==> src/rtl/irqmask_pkg.sv <==
// Shared constants for the keyed user interrupt mask filter.
// Assumes: the defaults below match the 32-bit register word and the 8-line bank.
package irqmask_pkg;
    localparam int unsigned REG_W_DEF   = 32;
    localparam int unsigned LVL_W_DEF   = 4;
    localparam int unsigned NUM_IRQ_DEF = 8;
    localparam int unsigned KEY_W_DEF   = 8;
    localparam logic [7:0]  KEY_DEF     = 8'hA5;
    localparam int unsigned FIELD_LSB_DEF = 4;
endpackage

==> src/rtl/mask_keyreg.sv <==
// Holds the user mask level behind a key byte and formats the read word.
// Assumes: sel is already address-decoded and we is only meaningful with sel.
module mask_keyreg #(
    parameter int unsigned REG_W     = irqmask_pkg::REG_W_DEF,
    parameter int unsigned LVL_W     = irqmask_pkg::LVL_W_DEF,
    parameter int unsigned KEY_W     = irqmask_pkg::KEY_W_DEF,
    parameter logic [KEY_W-1:0] KEY  = irqmask_pkg::KEY_DEF,
    parameter int unsigned FIELD_LSB = irqmask_pkg::FIELD_LSB_DEF
) (
    input  logic             clk,
    input  logic             rst_n,
    input  logic             sel,
    input  logic             we,
    input  logic [REG_W-1:0] wdata,
    output logic [LVL_W-1:0] mask,
    output logic [REG_W-1:0] rdata
);
    localparam int unsigned KEY_MSB = REG_W - 1;

    logic key_ok;
    logic load;
    logic unused_wbits;

    assign key_ok       = (wdata[KEY_MSB -: KEY_W] == KEY);
    assign load         = sel && we && key_ok;
    assign unused_wbits = ^wdata;

    // Mask level register: loads only on a selected, keyed write.
    always_ff @(posedge clk) begin
        if (!rst_n) begin
            mask <= '0;
        end else if (load) begin
            mask <= wdata[FIELD_LSB +: LVL_W];
        end
    end

    // Read word: mask level in its field, every other bit zero.
    always_comb begin
        rdata = '0;
        if (sel) begin
            rdata[FIELD_LSB +: LVL_W] = mask;
        end
    end

    // a keyed write lands in the mask on the next cycle
    assert_keyed_load_R2: assert property (@(posedge clk) disable iff (!rst_n)
        (sel && we && (wdata[KEY_MSB -: KEY_W] == KEY))
        |=> (mask == $past(wdata[FIELD_LSB +: LVL_W])));

    // a write with the wrong key leaves the mask alone
    assert_bad_key_hold_R3: assert property (@(posedge clk) disable iff (!rst_n)
        (sel && we && (wdata[KEY_MSB -: KEY_W] != KEY)) |=> $stable(mask));

    // an unselected cycle leaves the mask alone
    assert_unselected_hold_R10: assert property (@(posedge clk) disable iff (!rst_n)
        (!sel) |=> $stable(mask));
endmodule

==> src/rtl/irq_prio_select.sv <==
// Combinational filter and picker: drops requests at or below the mask
// and picks the highest surviving priority, with ties to the lowest index.
// Assumes: priorities are packed line-major, LVL_W bits per line.
module irq_prio_select #(
    parameter int unsigned NUM_IRQ = irqmask_pkg::NUM_IRQ_DEF,
    parameter int unsigned LVL_W   = irqmask_pkg::LVL_W_DEF,
    parameter int unsigned IDX_W   = (NUM_IRQ > 1) ? $clog2(NUM_IRQ) : 1
) (
    input  logic [NUM_IRQ-1:0]       req,
    input  logic [NUM_IRQ*LVL_W-1:0] prio,
    input  logic [LVL_W-1:0]         mask,
    output logic                     found,
    output logic [IDX_W-1:0]         idx,
    output logic [LVL_W-1:0]         lvl
);
    logic [NUM_IRQ-1:0] survive;

    // Per-line survival: the request must be strictly above the mask level.
    for (genvar g = 0; g < NUM_IRQ; g++) begin : g_line
        assign survive[g] = req[g] && (prio[g*LVL_W +: LVL_W] > mask);
    end

    // Priority scan: a strict compare keeps the lowest index on a tie.
    always_comb begin
        found = 1'b0;
        idx   = '0;
        lvl   = '0;
        for (int i = 0; i < NUM_IRQ; i++) begin
            if (survive[i] && (prio[i*LVL_W +: LVL_W] > lvl)) begin
                found = 1'b1;
                idx   = IDX_W'(i);
                lvl   = prio[i*LVL_W +: LVL_W];
            end
        end
    end
endmodule

==> src/rtl/irq_out_reg.sv <==
// Output stage: registers the filter decision, clearing it on reset.
// Assumes: idx and lvl are already 0 when found is low.
module irq_out_reg #(
    parameter int unsigned LVL_W = irqmask_pkg::LVL_W_DEF,
    parameter int unsigned IDX_W = 3
) (
    input  logic             clk,
    input  logic             rst_n,
    input  logic             found,
    input  logic [IDX_W-1:0] idx,
    input  logic [LVL_W-1:0] lvl,
    output logic             accept_q,
    output logic [IDX_W-1:0] idx_q,
    output logic [LVL_W-1:0] lvl_q
);
    // Decision register: one clock of latency from filter to outputs.
    always_ff @(posedge clk) begin
        if (!rst_n) begin
            accept_q <= 1'b0;
            idx_q    <= '0;
            lvl_q    <= '0;
        end else begin
            accept_q <= found;
            idx_q    <= idx;
            lvl_q    <= lvl;
        end
    end
endmodule

==> src/rtl/keyed_irq_mask_filter.sv <==
// Top: keyed user mask register feeding a registered priority filter.
// Assumes: request lines are synchronous to clk and level-sensitive.
module keyed_irq_mask_filter #(
    parameter int unsigned REG_W     = irqmask_pkg::REG_W_DEF,
    parameter int unsigned LVL_W     = irqmask_pkg::LVL_W_DEF,
    parameter int unsigned NUM_IRQ   = irqmask_pkg::NUM_IRQ_DEF,
    parameter int unsigned KEY_W     = irqmask_pkg::KEY_W_DEF,
    parameter logic [KEY_W-1:0] KEY  = irqmask_pkg::KEY_DEF,
    parameter int unsigned FIELD_LSB = irqmask_pkg::FIELD_LSB_DEF,
    localparam int unsigned IDX_W    = (NUM_IRQ > 1) ? $clog2(NUM_IRQ) : 1
) (
    input  logic                     clk,
    input  logic                     rst_n,
    input  logic                     reg_sel,
    input  logic                     reg_we,
    input  logic [REG_W-1:0]         reg_wdata,
    output logic [REG_W-1:0]         reg_rdata,
    input  logic [NUM_IRQ-1:0]       irq_req,
    input  logic [NUM_IRQ*LVL_W-1:0] irq_prio,
    output logic                     accept_o,
    output logic [IDX_W-1:0]         win_idx_o,
    output logic [LVL_W-1:0]         win_lvl_o
);
    logic [LVL_W-1:0] mask_lvl;
    logic             sel_found;
    logic [IDX_W-1:0] sel_idx;
    logic [LVL_W-1:0] sel_lvl;

    mask_keyreg #(
        .REG_W(REG_W), .LVL_W(LVL_W), .KEY_W(KEY_W), .KEY(KEY), .FIELD_LSB(FIELD_LSB)
    ) u_mask (
        .clk(clk), .rst_n(rst_n), .sel(reg_sel), .we(reg_we),
        .wdata(reg_wdata), .mask(mask_lvl), .rdata(reg_rdata)
    );

    irq_prio_select #(
        .NUM_IRQ(NUM_IRQ), .LVL_W(LVL_W), .IDX_W(IDX_W)
    ) u_select (
        .req(irq_req), .prio(irq_prio), .mask(mask_lvl),
        .found(sel_found), .idx(sel_idx), .lvl(sel_lvl)
    );

    irq_out_reg #(
        .LVL_W(LVL_W), .IDX_W(IDX_W)
    ) u_out (
        .clk(clk), .rst_n(rst_n), .found(sel_found), .idx(sel_idx), .lvl(sel_lvl),
        .accept_q(accept_o), .idx_q(win_idx_o), .lvl_q(win_lvl_o)
    );

    // an accepted level is strictly above the mask of the previous cycle
    assert_above_mask_R5: assert property (@(posedge clk) disable iff (!rst_n)
        accept_o |-> (win_lvl_o > $past(mask_lvl)));

    // an accepted winner never carries priority 0
    assert_no_zero_prio_R6: assert property (@(posedge clk) disable iff (!rst_n)
        accept_o |-> (win_lvl_o != '0));

    // the winner was requesting with the reported priority last cycle
    assert_winner_real_R7: assert property (@(posedge clk) disable iff (!rst_n)
        accept_o |-> ((($past(irq_req) >> win_idx_o) & NUM_IRQ'(1)) != '0) &&
                     (LVL_W'($past(irq_prio) >> (win_idx_o * LVL_W)) == win_lvl_o));

    // an idle result carries zero index and level
    assert_idle_zero_R8: assert property (@(posedge clk) disable iff (!rst_n)
        (!accept_o) |-> ((win_idx_o == '0) && (win_lvl_o == '0)));
endmodule

==> config.mk <==
export PLATFORM = sky130hd
export DESIGN_NAME = keyed_irq_mask_filter
export DESIGN_NICKNAME = d
export VERILOG_FILES = /design/src/rtl/irqmask_pkg.sv /design/src/rtl/mask_keyreg.sv /design/src/rtl/irq_prio_select.sv /design/src/rtl/irq_out_reg.sv /design/src/rtl/keyed_irq_mask_filter.sv
export SDC_FILE = /design/constraint.sdc
export NUM_CORES = 1
export LEC_CHECK = 0
export ABC_CLOCK_PERIOD_IN_PS = 17250
export BUFFER_PORTS_ARGS = -buffer_cell sky130_fd_sc_hd__buf_4
export CORE_ASPECT_RATIO = 1.4
export CORE_MARGIN = 5
export CORE_UTILIZATION = 50
export CTS_CLUSTER_DIAMETER = 50
export DETAILED_ROUTE_END_ITERATION = 10
export PLACE_DENSITY_LB_ADDON = 0.1
export SYNTH_ARGS = -nofsm -noshare
export SYNTH_HDL_FRONTEND = slang
export SYNTH_SLANG_ARGS = --single-unit
==> constraint.sdc <==
create_clock -name clk -period 17.25 [get_ports clk]
set_input_delay 2.5875 -clock clk [delete_from_list [all_inputs] [get_ports clk]]
set_output_delay 2.5875 -clock clk [all_outputs]
set_load 0.02 [all_outputs]
==> flow_summary.json <==
{
  "port_buffers": 67,
  "grt_max_degree": 18,
  "leakage_nw": 1.58,
  "path_common_cell": "ha_1",
  "layout.nets": 545,
  "report.final.slew_viol_count": 0,
  "synthCells": 346,
  "r2r-end": "u_out.lvl_q[0]",
  "cap_violations": 0,
  "antenna_cells": 0,
  "hold_path.class": "reg -> reg",
  "grt_overflow_total": 0,
  "hpwl_um": 5910,
  "n_fill_cell": 526,
  "area_delta_synth_final_pct": 18.4,
  "max_freq_mhz": 63.6,
  "finClkSkew_ns": 0.00700,
  "synth_seq_cells": 12,
  "cts_tree": "yes",
  "first_pass_iters": 4,
  "cts_setup_buffers": 0,
  "hp-start": "u_mask.mask[2]",
  "multi_input_area_um2": 2240,
  "netSwitchingPower_uw": 92.1,
  "path_delay_family": "compound AO/OA/AOI/OAI gates",
  "worst_pin_slew_ns": 0.950,
  "cp_max_fo": 17,
  "yosys-top-cells-area": "ha_1 (25%), dfxtp_1 (8.7%), buf_4 (7.6%), inv_1 (4.4%), a21oi_1 (3.5%)",
  "powerDensity_nw_per_um2": 65.1,
  "vias_per_cell": 5.43,
  "setup_tns_ns": 0,
  "worst_r2r_path_depth": 63,
  "seq_area_frac_synth_pct": 8.74,
  "r2r_start": "u_mask.mask[1]",
  "clkPwrFrac_pct": 14.5,
  "ys_types": 64,
  "status": "complete, no violations",
  "start_util_pct": 50.5,
  "drive_gt1_share_pct": 23.5,
  "met2_length_um": 3640,
  "end_kind": "register",
  "critPathLaunchType": "input pin",
  "finalSetupViolations": 0,
  "intPower_uw": 120,
  "slew_headroom_pct": 36.1,
  "synth_top_cell_by_area": "ha_1",
  "hold_slack_ns": 0.523,
  "core-area_um2": 5450,
  "synth_area_um2": 2750,
  "wl_met3_um": 415,
  "final_common_cell": "buf_4",
  "postSynth.asyncResetShare_pct": 0,
  "die_w_um": 72.7,
  "antenna_found_initial": 0,
  "period_share_pct": 91.1,
  "cpMaxStageDelayCell": "a221oi_2",
  "switching_share_pct": 43.4,
  "clkTransAtPathRegs_ns": 0.06,
  "min_delay_path_depth": 2,
  "ir_drop_mv": 0.0276,
  "die_area_um2": 7100,
  "postCtsHoldBufs": 0,
  "synth_top_area_share_pct": 25.5,
  "rsz0062_at_grt": "no",
  "ys_warn_count": 0,
  "combPwrFrac_pct": 68.7,
  "fp.dieH_um": 97.8,
  "wl_um": 6970,
  "num_vias": 2605,
  "cts_root_buf": "clkbuf_8",
  "cts_buffers": 3,
  "slowest_delay_ns": 0.79,
  "cts_buffer_depth": 2,
  "pwr-share-seq_pct": 16.9,
  "grt.total_usage_pct": 19.2,
  "grt_pass1_vias": 2552,
  "clk_latency_ns": 0.24,
  "cp_num_buf_inv": 6,
  "final_cell_mix": "buf_4 (68), ha_1 (56), inv_1 (32), conb_1 (28), nor2_1 (20)",
  "syn_area_per_cell_um2": 7.95,
  "dpl_cell_area_um2": 3200,
  "row_count": 32,
  "drcViolationCount": 0,
  "hold_violations": 0,
  "synth_flop_cell": "dfxtp_1",
  "r2r_slack_ns": 3.34,
  "final.min_clock_period_ns": 15.72,
  "hold_end": "u_mask.mask[2]",
  "fin_area_um2": 3260,
  "power_uw": 212,
  "cts_resized": 0,
  "grt_pass1_wl_um": 11300,
  "wl_met1_um": 2750,
  "synth_edf_count": 0,
  "io_pins": 116,
  "place_congestion": 0.833,
  "setup.worst_path.class": "in -> reg",
  "h-tree-depth": 1,
  "detail-route-antenna-nets": 0,
  "drtIter0Drc": 111,
  "cts.sinks": 12,
  "ff_latch_area_um2": 240,
  "worstPathRequired_ns": 17.38,
  "arrival_ns": 15.85,
  "wl_per_cell_um": 14.5,
  "highest-signal-layer": "met4"
}
worst max-delay path by stage:
| stage | from | to | slack, ns | depth (start not counted) |
|---|---|---|---|---|
| after floorplan | irq_prio[1] | u_out.lvl_q[0] | 3.11 | 63 |
| after global placement | irq_prio[1] | u_out.lvl_q[0] | 1.43 | 63 |
| after detailed placement | irq_prio[1] | u_out.lvl_q[0] | 1.36 | 63 |
| after CTS | irq_prio[1] | u_out.lvl_q[0] | 1.56 | 63 |
| after global routing | irq_prio[1] | u_out.lvl_q[0] | 0.31 | 61 |
| final | irq_prio[1] | u_out.lvl_q[0] | 1.53 | 63 |
power groups by stage:
stage	sequential [mW]	combinational (mW)	clock, mW
after floorplan	0.0438	0.102	0
after global placement	0.0361	0.143	0
after detailed placement	0.0363	0.145	0
after CTS	0.0358	0.146	0.0311
after global routing	0.0365	0.164	0.0328
final	0.0358	0.146	0.0307
cell families (layout without fill, tap and decap cells):
kind of cell | Yosys count | after routing | synth area share (%)
other | 1 | 28 | 0.136
muxes | 19 | 19 | 7.92
xor gates and xnor gates | 2 | 2 | 0.637
AOI/OAI and AO/OA | 90 | 90 | 22.9
DFF | 12 | 12 | 8.74
buffers and inverters | 67 | 106 | 13.6
adders and majority gates | 56 | 56 | 25.5
and+or+nand+nor | 99 | 99 | 20.7
registers in the layout, summed over array words and instances, names as in the netlist:
register and flops:
u_out.accept_q 1, u_out.lvl_q 4, u_mask.mask 4, u_out.idx_q 3
cells in the mapped netlist, types with 2 or more instances:
| library cell | instances |
|---|---|
| nand2b_1 | 6 |
| nor3b_1 | 3 |
| o31a_1 | 3 |
| inv_1 | 32 |
| nor3_1 | 6 |
| buf_6 | 2 |
| mux2i_2 | 2 |
| a22oi_1 | 3 |
| nand4_1 | 10 |
| nand3_1 | 9 |
| buf_4 | 28 |
| ha_1 | 56 |
| nor2b_1 | 7 |
| mux2i_1 | 7 |
| o22ai_1 | 3 |
| a21o_1 | 10 |
| o211ai_2 | 3 |
| o21a_1 | 6 |
| nand2_1 | 13 |
| nor2_1 | 20 |
| a31oi_1 | 4 |
| clkbuf_1 | 2 |
| mux2_2 | 6 |
| o21ai_1 | 2 |
| a22o_1 | 3 |
| mux2_1 | 2 |
| nor4_1 | 4 |
| and2_1 | 6 |
| mux2_4 | 2 |
| o211ai_1 | 3 |
| xnor2_1 | 2 |
| a211oi_1 | 5 |
| o21ai_0 | 16 |
| a21oi_1 | 19 |
| dfxtp_1 | 12 |
final cells by class:
cell class,count,area share (%)
inverter,34,3.92
clock buffer,4,1.69
multi-input combinational,294,68.7
timing repair buffer,68,15.7
sequential,12,7.38
tap,68,2.61
layer usage:
metal | GRT usage (%) | vias up
li1 | - | 1353
met4 | 5.11 | 0
met1 | 22.0 | 1175
met5 | 0 | -
met2 | 35.8 | 64
met3 | 2.78 | 13
worst min-delay path, cell delays in order, from the launching register on:
cell and delay, ns:
dfxtp_1 0.34, mux2i_1 0.07, nor2_1 0.07
stage by stage:
step           cells  utilization (%)  worst slack, ns
6_report         480             59.8             1.53
5_1_grt          480             59.8            0.309
4_1_cts          480             59.8             1.56
3_5_place_dp     476             58.8             1.36
3_3_place_gp     476             58.8             1.43
2_1_floorplan    373                -             3.11
Note: power is estimated with default switching activity, not from simulation.
